==> config.mk <==
export PLATFORM = sky130hd
export DESIGN_NAME = retstk_unit
export DESIGN_NICKNAME = d
export VERILOG_FILES = /design/src/rtl/retstk_pkg.sv /design/src/rtl/retstk_decode.sv /design/src/rtl/retstk_lifo.sv /design/src/rtl/retstk_state.sv /design/src/rtl/retstk_unit.sv
export SDC_FILE = /design/constraint.sdc
export NUM_CORES = 1
export LEC_CHECK = 0
export BUFFER_PORTS_ARGS = -buffer_cell sky130_fd_sc_hd__buf_2
export CAP_MARGIN = 20
export CORE_MARGIN = 4
export CORE_UTILIZATION = 40
export DETAILED_ROUTE_END_ITERATION = 16
export GPL_TIMING_DRIVEN = 1
export MAX_ROUTING_LAYER = met4
export PLACE_DENSITY = 0.68
export SYNTH_ARGS = -nofsm -noshare
export SYNTH_HDL_FRONTEND = slang
export SYNTH_SLANG_ARGS = --single-unit
==> constraint.sdc <==
create_clock -name clk -period 3.26 [get_ports clk]
set_input_delay 0.163 -clock clk [delete_from_list [all_inputs] [get_ports clk]]
set_output_delay 0.163 -clock clk [all_outputs]
set_load 0.02 [all_outputs]
==> src/rtl/retstk_pkg.sv <==
package retstk_pkg;
  typedef enum logic [2:0] {
    OPK_NONE,
    OPK_IDLE,
    OPK_RET,
    OPK_RETI,
    OPK_RETLW,
    OPK_OTHER
  } opkind_t;

  localparam int unsigned IW = 14;
  localparam int unsigned DW = 8;

  localparam logic [IW-1:0] ENC_IDLE = 14'h0000;
  localparam logic [IW-1:0] ENC_RET  = 14'h0040;
  localparam logic [IW-1:0] ENC_RETI = 14'h0060;
  localparam logic [5:0]    ENC_RETLW_HI = 6'b011000;
endpackage

==> src/rtl/retstk_decode.sv <==
module retstk_decode
  import retstk_pkg::*;
(
  input  logic          instr_valid,
  input  logic [IW-1:0] instr_word,
  input  logic          busy,
  output opkind_t       kind,
  output logic          is_return,
  output logic [DW-1:0] literal
);
  logic accept;

  assign accept  = instr_valid && !busy;
  assign literal = instr_word[DW-1:0];

  always_comb begin
    if (!accept)                                   kind = OPK_NONE;
    else if (instr_word == ENC_IDLE)               kind = OPK_IDLE;
    else if (instr_word == ENC_RET)                kind = OPK_RET;
    else if (instr_word == ENC_RETI)               kind = OPK_RETI;
    else if (instr_word[IW-1:DW] == ENC_RETLW_HI)  kind = OPK_RETLW;
    else                                           kind = OPK_OTHER;
  end

  assign is_return = (kind == OPK_RET) || (kind == OPK_RETI) || (kind == OPK_RETLW);
endmodule

==> src/rtl/retstk_lifo.sv <==
module retstk_lifo #(
  parameter int unsigned DEPTH = 8,
  parameter int unsigned AW    = 10
) (
  input  logic          clk,
  input  logic          rst,
  input  logic          push_en,
  input  logic [AW-1:0] push_data,
  input  logic          pop_en,
  output logic [AW-1:0] top_data
);
  localparam int unsigned SPW = (DEPTH > 1) ? $clog2(DEPTH) : 1;

  logic [AW-1:0]  mem [DEPTH];
  logic [SPW-1:0] sp;
  logic [SPW-1:0] sp_dn;

  assign sp_dn    = (sp == '0) ? SPW'(DEPTH - 1) : sp - SPW'(1);
  assign top_data = mem[sp_dn];

  always_ff @(posedge clk) begin
    if (push_en) mem[sp] <= push_data;
  end

  always_ff @(posedge clk) begin
    if (rst) begin
      sp <= '0;
    end else if (push_en) begin
      sp <= (sp == SPW'(DEPTH - 1)) ? '0 : sp + SPW'(1);
    end else if (pop_en) begin
      sp <= sp_dn;
    end
  end


  push_pop_excl_chk: assert property (@(posedge clk) disable iff (rst)
    !(push_en && pop_en));
endmodule

==> src/rtl/retstk_state.sv <==
module retstk_state
  import retstk_pkg::*;
#(
  parameter int unsigned AW = 10
) (
  input  logic          clk,
  input  logic          rst,
  input  opkind_t       kind,
  input  logic          is_return,
  input  logic [DW-1:0] literal,
  input  logic [AW-1:0] pop_addr,
  output logic [AW-1:0] pc_q,
  output logic [DW-1:0] w_q,
  output logic          gie_q,
  output logic          busy,
  output logic          unhandled
);
  always_ff @(posedge clk) begin
    if (rst) begin
      pc_q      <= '0;
      w_q       <= '0;
      gie_q     <= 1'b0;
      busy      <= 1'b0;
      unhandled <= 1'b0;
    end else begin
      busy      <= is_return;
      unhandled <= (kind == OPK_OTHER);
      if (is_return) pc_q <= pop_addr;
      if (kind == OPK_RETI) gie_q <= 1'b1;
      if (kind == OPK_RETLW) w_q <= literal;
    end
  end


  busy_one_cycle_chk: assert property (@(posedge clk) disable iff (rst)
    busy |=> !busy);

  gie_sticky_chk: assert property (@(posedge clk) disable iff (rst)
    gie_q |=> gie_q);

  w_hold_busy_chk: assert property (@(posedge clk) disable iff (rst)
    busy |=> $stable(w_q));

  no_unh_after_busy_chk: assert property (@(posedge clk) disable iff (rst)
    busy |=> !unhandled);

  pc_hold_chk: assert property (@(posedge clk) disable iff (rst)
    !is_return |=> $stable(pc_q));
endmodule

==> src/rtl/retstk_unit.sv <==
module retstk_unit
  import retstk_pkg::*;
#(
  parameter int unsigned PC_W  = 10,
  parameter int unsigned DEPTH = 8
) (
  input  logic            clk,
  input  logic            rst,
  input  logic            instr_valid,
  input  logic [13:0]     instr_word,
  input  logic            push_req,
  input  logic [PC_W-1:0] push_addr,
  output logic [PC_W-1:0] pc_q,
  output logic [7:0]      w_q,
  output logic            gie_q,
  output logic            busy,
  output logic            unhandled
);
  opkind_t         kind;
  logic            is_return;
  logic [DW-1:0]   literal;
  logic [PC_W-1:0] pop_addr;
  logic            push_en;

  assign push_en = push_req && !is_return;

  retstk_decode u_dec (
    .instr_valid (instr_valid),
    .instr_word  (instr_word),
    .busy        (busy),
    .kind        (kind),
    .is_return   (is_return),
    .literal     (literal)
  );

  retstk_lifo #(.DEPTH(DEPTH), .AW(PC_W)) u_lifo (
    .clk       (clk),
    .rst       (rst),
    .push_en   (push_en),
    .push_data (push_addr),
    .pop_en    (is_return),
    .top_data  (pop_addr)
  );

  retstk_state #(.AW(PC_W)) u_state (
    .clk       (clk),
    .rst       (rst),
    .kind      (kind),
    .is_return (is_return),
    .literal   (literal),
    .pop_addr  (pop_addr),
    .pc_q      (pc_q),
    .w_q       (w_q),
    .gie_q     (gie_q),
    .busy      (busy),
    .unhandled (unhandled)
  );


  idle_no_busy_chk: assert property (@(posedge clk) disable iff (rst)
    (kind == OPK_IDLE) |=> (!busy && $stable(pc_q) && $stable(gie_q)));
endmodule

### Word-level counts from Yosys, hierarchy flattened

Memory sizes are Yosys's and may differ from the RTL's. A register that Yosys moved wholly into a read port is not among the register bits.
Cells that the tools add are included.

* bits in registers: 14
* latch bits: 0
* memory bits (writable): 80
* ROM bits: 0
* output and inout bits: 21
* logic and storage cells: 36
* memories: 1

* $add $sub $neg: 2
* $mul: 0
* divide/modulo/power cells: 0
* $lt $le $gt $ge: 0
* equal/unequal tests: 8
* shift operators: 0
* muxes and demuxes: 11
* bitwise logic cells: 0
* reductions and logical operators: 9

Memories
* u_lifo.mem: words 8, bits a word 10, rd ports 1, clocked after memory_dff 1, wr ports 1, RTL line retstk_lifo.sv:14 `logic [AW-1:0] mem [DEPTH];`

Operator list (number)
* equality test 14 x 7 -> 1 bit, second input constant: 2
* two-way mux 3 bit: 8
* zero test 14 bit: 1
* equality test 3 bit, second input constant: 3
* equality test 3 x 2 -> 1 bit, second input constant: 2
* equality test 6 x 5 -> 1 bit, second input constant: 1
* adder 3 x 1 -> 3 bit, second input constant: 1
* zero test 3 bit: 1
* two-way mux 1 bit: 3
* subtractor 3 x 1 -> 3 bit, second input constant: 1
* logical AND 1 bit: 2
* zero test 1 bit: 2
* logical OR 1 bit: 2
* nonzero test 2 bit: 1

### Depth between registers and ports, before layout

Gate-level depths: netlist of run 1.

* depth after elaboration: 13
* mapped depth: 10
* depth with buffers taken out: 8

### By module

From an unflattened synthesis of run 1, not the netlist that was laid out.

* cell total of the unflattened synthesis: 326
* area total of the unflattened synthesis: 4523.1 µm²

Modules (own cells, without submodules)
* retstk_lifo: instances 1, cells each 227, area an instance 3509.6 µm², sequential area each 2462.4 µm²
* retstk_state: instances 1, cells each 76, area an instance 822.0 µm², sequential area each 420.4 µm²
* retstk_decode: instances 1, cells each 22, area an instance 177.7 µm², sequential area each 0.0 µm²
* retstk_unit: instances 1, cells each 1, area an instance 13.8 µm², sequential area each 0.0 µm²

### Worst setup path before layout of run 1

No wires, ideal clock.

* path type: flip-flop to flip-flop
* start point: register u_state.busy
* end point: memory u_lifo.mem[0][0] (enable)
* setup time: 0.404 ns
* data arrival time: 2.330 ns
* setup slack: 0.526 ns
* cell stages (with the launch flop): 7
* buffers on the path: 2
* period minus slack after synthesis: 2.734 ns
* cells stage by stage: dfxtp_1 -> nor2b_1 -> and4_4 -> buf_12 -> a41o_4 -> buf_8 -> nor4_1

* cells in the longest elaborated chain, start to end: 10
* elaborated cells between the ends (all ways): 12
* classes of those cells: eq/ne: 3; mux: 3; reduce/logical: 6

Ends and longest elaborated chain
* start, declared: RTL line retstk_state.sv:15 `output logic busy,`
* start signal, assigned: RTL line retstk_state.sv:26 `busy <= is_return;`
* zero test 1 bit *: RTL line retstk_decode.sv:13 `assign accept = instr_valid && !busy;`
* logical AND 1 bit *: RTL line retstk_decode.sv:13
* two-way mux 3 bit *: RTL line retstk_decode.sv:17 `if (!accept) kind = OPK_NONE;`
* equality test 3 x 2 -> 1 bit: RTL line retstk_decode.sv:25 `assign is_return = (kind == OPK_RET) || (kind == OPK_RETI) || (kind == OPK_RETLW);`
* logical OR 1 bit: RTL line retstk_decode.sv:25
* logical OR 1 bit *: RTL line retstk_decode.sv:25
* zero test 1 bit *: RTL line retstk_unit.sv:25 `assign push_en = push_req && !is_return;`
* logical AND 1 bit *: RTL line retstk_unit.sv:25
* two-way mux 1 bit *: RTL line retstk_lifo.sv:22 `if (push_en) mem[sp] <= push_data;`
* two-way mux 1 bit (not written as such) *: RTL line retstk_lifo.sv:22
* end, declared: RTL line retstk_lifo.sv:14

Every way passes the cells marked *; elsewhere a longest branch is shown, timed or not.

### Final worst setup path of run 1

* start point: register u_lifo.sp[0]
* end point: register u_state.pc_q[0] (read register of u_lifo.mem)

* cells in the longest elaborated chain, start to end: 2
* elaborated cells between the ends (all ways): 3
* classes of those cells: add/sub: 1; mux: 1; reduce/logical: 1

Ends and longest elaborated chain
* start, declared: RTL line retstk_lifo.sv:15 `logic [SPW-1:0] sp;`
* start signal, assigned: RTL line retstk_lifo.sv:29 `sp <= (sp == SPW'(DEPTH - 1)) ? '0 : sp + SPW'(1);`
* start signal, assigned: RTL line retstk_lifo.sv:31 `sp <= sp_dn;`
* subtractor 3 x 1 -> 3 bit or zero test 3 bit (tied branches): RTL line retstk_lifo.sv:18 `assign sp_dn = (sp == '0) ? SPW'(DEPTH - 1) : sp - SPW'(1);`
* two-way mux 3 bit *: RTL line retstk_lifo.sv:18
* end, declared: RTL line retstk_state.sv:12 `output logic [AW-1:0] pc_q,`

Marks and branches as above.
A chain may end at the register's enable or synchronous reset.

==> results of run 1 <==
[cells in the final DEF (no fill, tap or decap), types with 3 or more instances in the layout]
cell type and n:
a221oi_1 9, o22ai_1 10, mux2i_1 26, buf_4 10, clkbuf_8 9, o32ai_1 3
dfxtp_1 24, nand2_1 26, nor2_1 14, a21oi_2 9, mux2_2 18, buf_2 48
edfxtp_1 80, nand3_1 3, nor3_1 4, nor4_2 4, ha_1 4, inv_1 5
[worst register-to-register path, cell delays in order (launching register included)]
cell,delay (ns)
dfxtp_1,0.68
inv_1,0.12
ha_1,0.23
ha_1,0.32
buf_12,0.27
mux4_2,0.37
o311ai_0,0.34
a21oi_1,0.11
[worst min path at each step]
stage                  start                           to  slack [ns]  depth (start not counted)
2_1_floorplan            rst    u_lifo.sp[1]$_SDFFE_PP0P_        0.23                          1
3_3_place_gp   instr_word[2]  u_state.w_q[2]$_SDFFE_PP0N_        0.42                          3
3_5_place_dp   instr_word[2]  u_state.w_q[2]$_SDFFE_PP0N_        0.43                          3
4_1_cts        instr_word[2]  u_state.w_q[2]$_SDFFE_PP0N_        0.05                          3
5_1_grt         push_addr[1]   u_lifo.mem[5][1]$_DFFE_PP_        0.06                          1
6_report        push_addr[1]   u_lifo.mem[1][1]$_DFFE_PP_        0.06                          1
[per-stage QoR]
step | utilization | instances | hold WS (ns)
2_1_floorplan | - | 277 | 0.231
3_3_place_gp | 0.452 | 459 | 0.424
3_5_place_dp | 0.452 | 459 | 0.435
4_1_cts | 0.472 | 475 | 0.0509
5_1_grt | 0.472 | 475 | 0.0551
6_report | 0.472 | 475 | 0.0637
[layout make-up]
cell class                 count  area [µm²]  area share
sequential                   104        2880       0.595
multi-input combinational    155        1240       0.255
timing repair buffer          59         335      0.0692
tap                          136         170      0.0351
clock buffer                   9         124      0.0255
clock inverter                 7        78.8      0.0163
inverter                       5        18.8     0.00387
[kinds of logic (layout without fill, tap and decap cells)]
group                    Yosys count  in the layout  synth area share
AO/OA/AOI/OAI                     43             43            0.0869
flip-flops                       104            104             0.683
buffers and inverters             18             80            0.0279
adder cells (fa/ha/maj)            4              4            0.0119
multiplexers                      45             45             0.115
AND/OR/NAND/NOR                   63             63            0.0753
[metal layers]
| layer | GRT usage | up-vias | wire length (µm) |
|---|---|---|---|
| met5 | - | - | 0 |
| met4 | 0.0558 | 0 | 172 |
| met3 | 0.0322 | 13 | 442 |
| met2 | 0.238 | 81 | 4130 |
| met1 | 0.173 | 1192 | 3640 |
| li1 | - | 1186 | - |
[cell usage after synthesis (all sizes together) (2+ instances only)]
master	instances	share of area
a311oi	2	0.0056
dfxtp	24	0.11
nor2	14	0.012
mux2i	26	0.062
nor3	4	0.0047
o32ai	3	0.0062
nand2b	2	0.0030
nor2b	2	0.0030
and4	2	0.0047
ha	4	0.012
nand3	3	0.0036
clkbuf	4	0.0036
a21oi	10	0.020
nand2	26	0.023
edfxtp	80	0.57
o22ai	10	0.015
nor4	6	0.014
mux2	18	0.048
buf	9	0.020
inv	5	0.0044
a221oi	9	0.019
a31oi	2	0.0030
[power groups by stage]
stage,clock (mW),sequential (mW),combinational [mW]
6_report,0.800,1.46,0.254
2_1_floorplan,0,1.49,0.171
4_1_cts,0.822,1.46,0.256
3_3_place_gp,0,1.49,0.248
3_5_place_dp,0,1.49,0.255
5_1_grt,0.868,1.47,0.276
[flip-flops by register name, summed over array words and instances (netlist names)]
signal	count
u_state.w_q	8
u_state.pc_q	10
u_state.unhandled	1
u_state.busy	1
u_lifo.sp	3
u_state.gie_q	1
u_lifo.mem	80
==> impl_metrics.json, run 1 <==
{
  "outcome": "completed",
  "cts_tree": "done",
  "finalCritPeriodShare": 0.785,
  "critical_path_arrival_ns": 2.79,
  "tightest_slew_ns": 0.557,
  "wl_um": 8390,
  "ys_ff_latch": 104,
  "cp_max_fo": 40,
  "p_seq_frac": 0.581,
  "cap_viol_max_count": 0,
  "htree_levels": 3,
  "fin_nets": 366,
  "peakVddDrop_mv": 0.268,
  "clock_path_buffers": 2,
  "syn_area_um2": 4220,
  "synthToLayoutAreaGrowth_pct": 14.9,
  "globalRouteOverflowTotal": 0,
  "start_util": 0.411,
  "clockRootBuffer": "clkbuf_8",
  "cts.sinks": 104,
  "grt_pass1_wl_um": 13300,
  "cts_resized": 0,
  "post_cts_buffers": 0,
  "grt_pass1_vias": 2564,
  "row_count": 37,
  "die_h_um": 111,
  "ys_types": 43,
  "slew_viol_final": 0,
  "ys_warn_count": 0,
  "cp.required_ns": 3.49,
  "rr_startpoint": "u_lifo.sp[0]$_SDFFE_PP0P_",
  "max_freq_ghz": 0.391,
  "die_area_um2": 12300,
  "track_usage": 0.144,
  "share_comb_of_total_power": 0.101,
  "rsz0062_at_grt": "no",
  "power.total_mw": 2.52,
  "power.density_nw_per_um2": 519,
  "post-place-ws_ns": 0.748,
  "setup_violations": 0,
  "routabilityCongestion": 0.802,
  "fin_crit_ns": 2.56,
  "p_int_mw": 1.93,
  "crit_buf_inv": 2,
  "worst_path_max_delay_cell": "dfxtp_1",
  "critPathLaunchType": "flip-flop",
  "synth_fp_nets": 309,
  "drt_iter0_markers": 111,
  "path_class": "reg -> reg",
  "cpLargestDelayFamily": "flip-flops",
  "place_area_um2": 4650,
  "fin_ws_ns": 0.702,
  "worstHoldPathType": "in -> reg",
  "n_antenna_cell": 0,
  "final_area_um2": 4850,
  "fill_cells": 901,
  "synth-main-ff-cell": "edfxtp_1",
  "cts_buffers": 9,
  "reg2reg_to": "u_state.pc_q[0]$_SDFFE_PP0P_",
  "synth_edf_count": 80,
  "drive_gt1_frac": 0.336,
  "ys_seq_area_frac": 0.683,
  "cp.depth": 7,
  "io_pins": 49,
  "fin_skew_ns": 0.0106,
  "maxSlewHeadroom": 0.628,
  "synthesis.instances": 277,
  "drtAntennaViolNets": 0,
  "cp_slowest_stage_delay_ns": 0.68,
  "worst_path_most_repeated_cell": "ha_1",
  "clk_pin_slew_ns": 0.10,
  "finalHoldViolations": 0,
  "startpoint": "u_lifo.sp[0]$_SDFFE_PP0P_",
  "drt-pass1-iter-count": 4,
  "die_x_um": 111,
  "grt_max_degree": 41,
  "reg2reg_depth": 7,
  "finalSetupTns_ns": 0,
  "vias": 2472,
  "worstSkewPairLatency_ns": 0.37,
  "antenna_found_initial": 0,
  "rrSetupSlack_ns": 0.70,
  "power_switching_mw": 0.593,
  "end_kind": "flip-flop",
  "clkPwrFrac": 0.318,
  "dp_hpwl_um": 5420,
  "portBuffers": 48,
  "swShare": 0.236,
  "async_reset_ff_frac": 0,
  "p_leak_nw": 1.68,
  "critPathCapture": "u_state.pc_q[0]$_SDFFE_PP0P_",
  "crit_chain": "inv_1 -> ha_1 -> ha_1 -> buf_12 -> mux4_2 -> o311ai_0 -> a21oi_1",
  "route.detailed.drc": 0,
  "wl_per_cell_um": 17.7,
  "coreArea_um2": 10300,
  "vias_per_cell": 5.20,
  "avgSynthCellArea_um2": 15.2,
  "ctsHoldBuffers": 0
}
Note: power is estimated with default switching activity, not from simulation.
==> inputs of run 2 (changes only) <==
--- a/config.mk
+++ b/config.mk
@@ -5,6 +5,7 @@
 export SDC_FILE = /design/constraint.sdc
 export NUM_CORES = 1
 export LEC_CHECK = 0
+export ABC_AREA = 1
 export BUFFER_PORTS_ARGS = -buffer_cell sky130_fd_sc_hd__buf_2
 export CAP_MARGIN = 20
 export CORE_MARGIN = 4
==> constraint.sdc (replaced) <==
create_clock -name clk -period 2.6 [get_ports clk]
set_input_delay 0.13 -clock clk [delete_from_list [all_inputs] [get_ports clk]]
set_output_delay 0.13 -clock clk [all_outputs]
set_load 0.02 [all_outputs]
==> impl_metrics.json, run 2 <==
{
  "worstHoldPathType": "in -> reg",
  "ys_seq_area_frac": 0.667,
  "p_seq_frac": 0.585,
  "synthToLayoutAreaGrowth_pct": 15.3,
  "peakVddDrop_mv": 0.303,
  "finalHoldViolations": 0,
  "clk_pin_slew_ns": 0.11,
  "fin_nets": 494,
  "cts_tree": "done",
  "power.density_nw_per_um2": 627,
  "start_util": 0.415,
  "swShare": 0.265,
  "rsz0062_at_grt": "no",
  "finalSetupTns_ns": 0,
  "largest_register": "u_lifo.mem",
  "final_cell_mix": "nor2_1, edfxtp_1, nand2_1",
  "coreArea_um2": 10400,
  "outcome": "completed",
  "cts_buffers": 9,
  "synth_top_area_frac": 0.556,
  "wl_um": 9300,
  "worstSkewPairLatency_ns": 0.38,
  "fill_cells": 964,
  "globalRouteOverflowTotal": 0,
  "n_antenna_cell": 0,
  "share_comb_of_total_power": 0.091,
  "startpoint": "u_lifo.sp[0]$_SDFFE_PP0P_",
  "fin_skew_ns": 0.0123,
  "track_usage": 0.160,
  "worst_path_most_repeated_cell": "nand2_1",
  "cp_slowest_stage_delay_ns": 0.45,
  "cp_max_fo": 17,
  "io_pins": 49,
  "synth-main-ff-cell": "edfxtp_1",
  "synth_edf_count": 80,
  "dp_hpwl_um": 6080,
  "hp-start": "push_addr[4]",
  "drt_iter0_markers": 176,
  "portBuffers": 48,
  "slew_viol_final": 0,
  "synthesis.instances": 404,
  "vias": 3062,
  "syn_area_um2": 4320,
  "final_area_um2": 4980,
  "p_int_mw": 2.30,
  "fin_crit_ns": 2.36,
  "grt_pass1_vias": 2999,
  "place_inst": 586,
  "cap_viol_max_count": 0,
  "yosysTopAreaCell": "edfxtp_1",
  "cts.sinks": 104,
  "avgSynthCellArea_um2": 10.7,
  "die_area_um2": 12500,
  "ys_types": 31,
  "critical_path_arrival_ns": 2.67,
  "crit_chain": "inv_2 -> ha_1 -> ha_1 -> nor2_4 -> buf_4 -> nor2_1 -> nor2_1 -> o21ai_0 -> o21ai_1 -> nand2_1 -> nand2_1 -> nand2_1 -> a21oi_2",
  "drt-pass1-iter-count": 5,
  "row_count": 37,
  "ys_top_cells_by_count": "nor2_1, edfxtp_1, nand2_1",
  "largest_reg_flops": 80,
  "reg2reg_depth": 13,
  "reg2reg_to": "u_state.pc_q[1]$_SDFFE_PP0P_",
  "vias_per_cell": 5.08,
  "place_area_um2": 4760,
  "synth_fp_nets": 436,
  "async_reset_ff_frac": 0,
  "grt_max_degree": 42,
  "cp.required_ns": 2.92,
  "clkPwrFrac": 0.323,
  "yosysMostFrequentCell": "nor2_1",
  "synth_area_leaders": "edfxtp_1, dfxtp_1, nor2_1, o21ai_0, nand2_1",
  "p_leak_nw": 1.94,
  "clock_path_buffers": 2,
  "ys_warn_count": 0,
  "grt_pass1_wl_um": 15300,
  "multiInputGateArea_um2": 1270,
  "setup_violations": 0,
  "stdcell_count": 603,
  "layout_commonest_cell": "nor2_1",
  "maxSlewHeadroom": 0.592,
  "wl_per_cell_um": 15.4,
  "ys_ff_latch": 104,
  "max_freq_ghz": 0.424,
  "reg_top3": "u_lifo.mem x80, u_state.pc_q x10, u_state.w_q x8",
  "worst_path_max_delay_cell": "dfxtp_1",
  "critPathLaunchType": "flip-flop",
  "critPathCapture": "u_state.pc_q[1]$_SDFFE_PP0P_",
  "route.detailed.drc": 0,
  "ff_latch_area_um2": 2880,
  "clockRootBuffer": "clkbuf_8",
  "die_h_um": 112,
  "tightest_slew_ns": 0.610,
  "drtAntennaViolNets": 0,
  "htree_levels": 3,
  "routabilityCongestion": 0.850,
  "end_kind": "flip-flop",
  "drive_gt1_frac": 0.223,
  "die_x_um": 112,
  "antenna_found_initial": 0,
  "path_class": "reg -> reg",
  "rrSetupSlack_ns": 0.24,
  "finalCritPeriodShare": 0.907,
  "power_switching_mw": 0.827,
  "rr_startpoint": "u_lifo.sp[0]$_SDFFE_PP0P_"
}
run 2: how the worst min path moves through the flow:
stage / endpoint / depth (start not counted)
after CTS: u_lifo.mem[3][4]$_DFFE_PP_ / 1
after detailed placement: u_lifo.mem[1][1]$_DFFE_PP_ / 1
after floorplan: u_lifo.mem[0][0]$_DFFE_PP_ / 0
after global routing: u_lifo.mem[0][4]$_DFFE_PP_ / 1
final: u_lifo.mem[3][4]$_DFFE_PP_ / 1
after global placement: u_lifo.mem[0][3]$_DFFE_PP_ / 1
run 2: repair_timing:
| item | in CTS | in global routing |
|---|---|---|
| hold endpoints to repair | 8 | 0 |
| hold buffers | 1 | 0 |
| endpoints found under the setup margin | 0 | 3 |
| gates resized for setup | 0 | 3 |
| buffers inserted | 0 | 0 |
run 2: area by class of cell:
| cell class | count | share of cell area |
|---|---|---|
| Clock buffer | 9 | 0.0248 |
| Sequential cell | 104 | 0.578 |
| Clock inverter | 7 | 0.0163 |
| Inverter | 22 | 0.0183 |
| Tap cell | 136 | 0.0341 |
| Multi-Input combinational cell | 262 | 0.254 |
| Timing Repair Buffer | 63 | 0.0738 |
run 2: per-stage QoR:
stage               utilization  power, mW  hold WS [ns]  worst slack [ns]
finish                    0.479       3.12        0.0160             0.242
global route              0.479       3.26       0.00110            0.0242
CTS                       0.478       3.15       0.00281             0.173
detailed placement        0.457       2.15         0.399             0.195
global placement          0.457       2.14         0.393             0.324
floorplan                     -       2.04         0.229             0.694
run 2: power by group through the flow:
stage,Sequential (mW),Combinational [mW],Clock (mW)
6_report,1.83,0.285,1.01
5_1_grt,1.83,0.323,1.11
4_1_cts,1.83,0.285,1.03
3_5_place_dp,1.87,0.282,0
3_3_place_gp,1.87,0.275,0
2_1_floorplan,1.87,0.170,0
run 2: critical path: cells and delay by family (launching register included):
kind	cells	cell delay, ns
simple gates	6	0.71
buf+inv	2	0.39
compound gates	3	0.29
flops	1	0.45
fa+ha+maj	2	0.47
run 2: per-layer routing:
layer  routed length (µm)  GRT usage  up-vias
met1                 4290      0.213     1457
li1                     -          -     1503
met4                  131     0.0569        0
met2                 4350      0.245       93
met3                  539     0.0315        9
met5                    0          -        -
run 2: kinds of logic after synthesis:
kind of cell               count (synthesis)  share of synthesized area
and+or+nand+nor                          173                      0.171
adders and majority gates                  4                     0.0116
buffers and inverters                     38                     0.0397
AOI/OAI and AO/OA                         85                      0.110
DFF                                      104                      0.667
==> inputs of run 3 (changes only) <==
--- a/config.mk
+++ b/config.mk
@@ -9,11 +9,11 @@
 export BUFFER_PORTS_ARGS = -buffer_cell sky130_fd_sc_hd__buf_2
 export CAP_MARGIN = 20
 export CORE_MARGIN = 4
-export CORE_UTILIZATION = 40
+export CORE_UTILIZATION = 30
 export DETAILED_ROUTE_END_ITERATION = 16
 export GPL_TIMING_DRIVEN = 1
 export MAX_ROUTING_LAYER = met4
-export PLACE_DENSITY = 0.68
+export PLACE_DENSITY = 0.57
 export SYNTH_ARGS = -nofsm -noshare
 export SYNTH_HDL_FRONTEND = slang
 export SYNTH_SLANG_ARGS = --single-unit
==> impl_metrics.json, run 3 (synthesized netlist as in run 2, its figures left out) <==
{
  "outcome": "completed",
  "start_util": 0.309,
  "dp_hpwl_um": 6520,
  "fin_nets": 493,
  "clock_path_buffers": 2,
  "ff_latch_area_um2": 2880,
  "io_pins": 49,
  "critical_path_arrival_ns": 2.63,
  "grt_pass1_wl_um": 15600,
  "cap_viol_max_count": 0,
  "finalHoldViolations": 0,
  "worstSkewPairLatency_ns": 0.34,
  "rsz0062_at_grt": "no",
  "end_kind": "flip-flop",
  "p_int_mw": 2.67,
  "fin_skew_ns": 0.00847,
  "cts_buffers": 9,
  "htree_levels": 3,
  "vias": 2994,
  "peakVddDrop_mv": 0.313,
  "wl_per_cell_um": 15.5,
  "routabilityCongestion": 0.833,
  "multiInputGateArea_um2": 1270,
  "track_usage": 0.127,
  "cp.required_ns": 2.88,
  "finalSetupTns_ns": 0,
  "globalRouteOverflowTotal": 0,
  "clk_pin_slew_ns": 0.07,
  "drt-pass1-iter-count": 4,
  "critPathLaunchType": "flip-flop",
  "place_area_um2": 4810,
  "p_leak_nw": 1.97,
  "share_comb_of_total_power": 0.081,
  "tightest_slew_ns": 0.606,
  "antenna_found_initial": 0,
  "synthToLayoutAreaGrowth_pct": 18.6,
  "maxSlewHeadroom": 0.594,
  "largest_register": "u_lifo.mem",
  "drtAntennaViolNets": 0,
  "grt_max_degree": 42,
  "grt_pass1_vias": 2875,
  "cts.sinks": 104,
  "swShare": 0.236,
  "cp_max_fo": 24,
  "reg2reg_depth": 11,
  "power_switching_mw": 0.827,
  "clkPwrFrac": 0.397,
  "die_area_um2": 16400,
  "fin_crit_ns": 2.35,
  "drive_gt1_frac": 0.221,
  "largest_reg_flops": 80,
  "die_h_um": 128,
  "cts_resized": 0,
  "ctsHoldBuffers": 0,
  "p_seq_frac": 0.522,
  "die_x_um": 128,
  "final_area_um2": 5120,
  "min_path_cells": 3,
  "path_class": "reg -> reg",
  "setup_violations": 0,
  "final_cell_mix": "nor2_1, edfxtp_1, nand2_1",
  "post_cts_buffers": 0,
  "coreArea_um2": 14000,
  "vias_per_cell": 4.63,
  "fill_cells": 1369,
  "power.density_nw_per_um2": 683,
  "layout_commonest_cell": "nor2_1",
  "wl_um": 10000,
  "portBuffers": 48,
  "finalCritPeriodShare": 0.905,
  "n_antenna_cell": 0,
  "cts_tree": "done",
  "worstHoldPathType": "in -> reg",
  "route.detailed.drc": 0,
  "finish.utilization": 0.366,
  "row_count": 43,
  "drt_iter0_markers": 236,
  "clockRootBuffer": "clkbuf_16",
  "reg_top3": "u_lifo.mem x80, u_state.pc_q x10, u_state.w_q x8",
  "max_freq_ghz": 0.425,
  "slew_viol_final": 0
}
run 3: final timing paths:
path	startpoint	to	slack (ns)
setup / recovery	u_lifo.sp[0]$_SDFFE_PP0P_	u_state.pc_q[1]$_SDFFE_PP0P_	0.25
hold / removal	instr_word[5]	u_state.w_q[5]$_SDFFE_PP0N_	0.06
setup reg to reg	u_lifo.sp[0]$_SDFFE_PP0P_	u_state.pc_q[1]$_SDFFE_PP0P_	0.25
hold reg to reg	u_state.gie_q$_SDFFE_PP0N_	u_state.gie_q$_SDFFE_PP0N_	0.45
run 3: worst max-delay path, stage by stage (launching register included):
cell     delay [ns]
dfxtp_1        0.43
inv_2          0.09
ha_1           0.21
ha_1           0.27
nor2_4         0.29
buf_4          0.32
o21ai_0        0.12
o22ai_1        0.21
nand2_1        0.08
nand2_1        0.10
nand2_1        0.06
a21oi_2        0.10
run 3: layout make-up:
class / count / share of cell area
Clock buffer: 9 / 0.0440
Sequential cell: 104 / 0.563
Clock inverter: 7 / 0.0176
Inverter: 22 / 0.0171
Multi-Input combinational cell: 262 / 0.247
Tap cell: 180 / 0.0440
Timing Repair Buffer: 62 / 0.0674
run 3: power groups by stage:
| stage | clock network [mW] | logic [mW] | registers, mW |
|---|---|---|---|
| after floorplan | 0 | 0.170 | 1.87 |
| after global placement | 0 | 0.279 | 1.87 |
| after detailed placement | 0 | 0.284 | 1.87 |
| after CTS | 1.42 | 0.287 | 1.83 |
| after global routing | 1.49 | 0.319 | 1.83 |
| final | 1.39 | 0.284 | 1.83 |
run 3: metrics by stage:
stage / instances / setup slack, ns / hold WS [ns] / power, mW
finish: 646 / 0.247 / 0.0597 / 3.50
global placement: 630 / 0.318 / 0.399 / 2.14
detailed placement: 630 / 0.226 / 0.406 / 2.15
CTS: 646 / 0.204 / 0.0497 / 3.54
global route: 646 / 0.00412 / 0.0577 / 3.64
floorplan: 404 / 0.694 / 0.229 / 2.04
run 3: layer usage:
| layer | global-route usage | share of wire | vias up | routed length [µm] |
|---|---|---|---|---|
| met4 | 0.0362 | 0.0087 | 0 | 87 |
| li1 | - | - | 1500 | - |
| met5 | - | 0 | - | 0 |
| met3 | 0.0254 | 0.059 | 7 | 589 |
| met1 | 0.169 | 0.46 | 1401 | 4640 |
| met2 | 0.199 | 0.47 | 86 | 4700 |
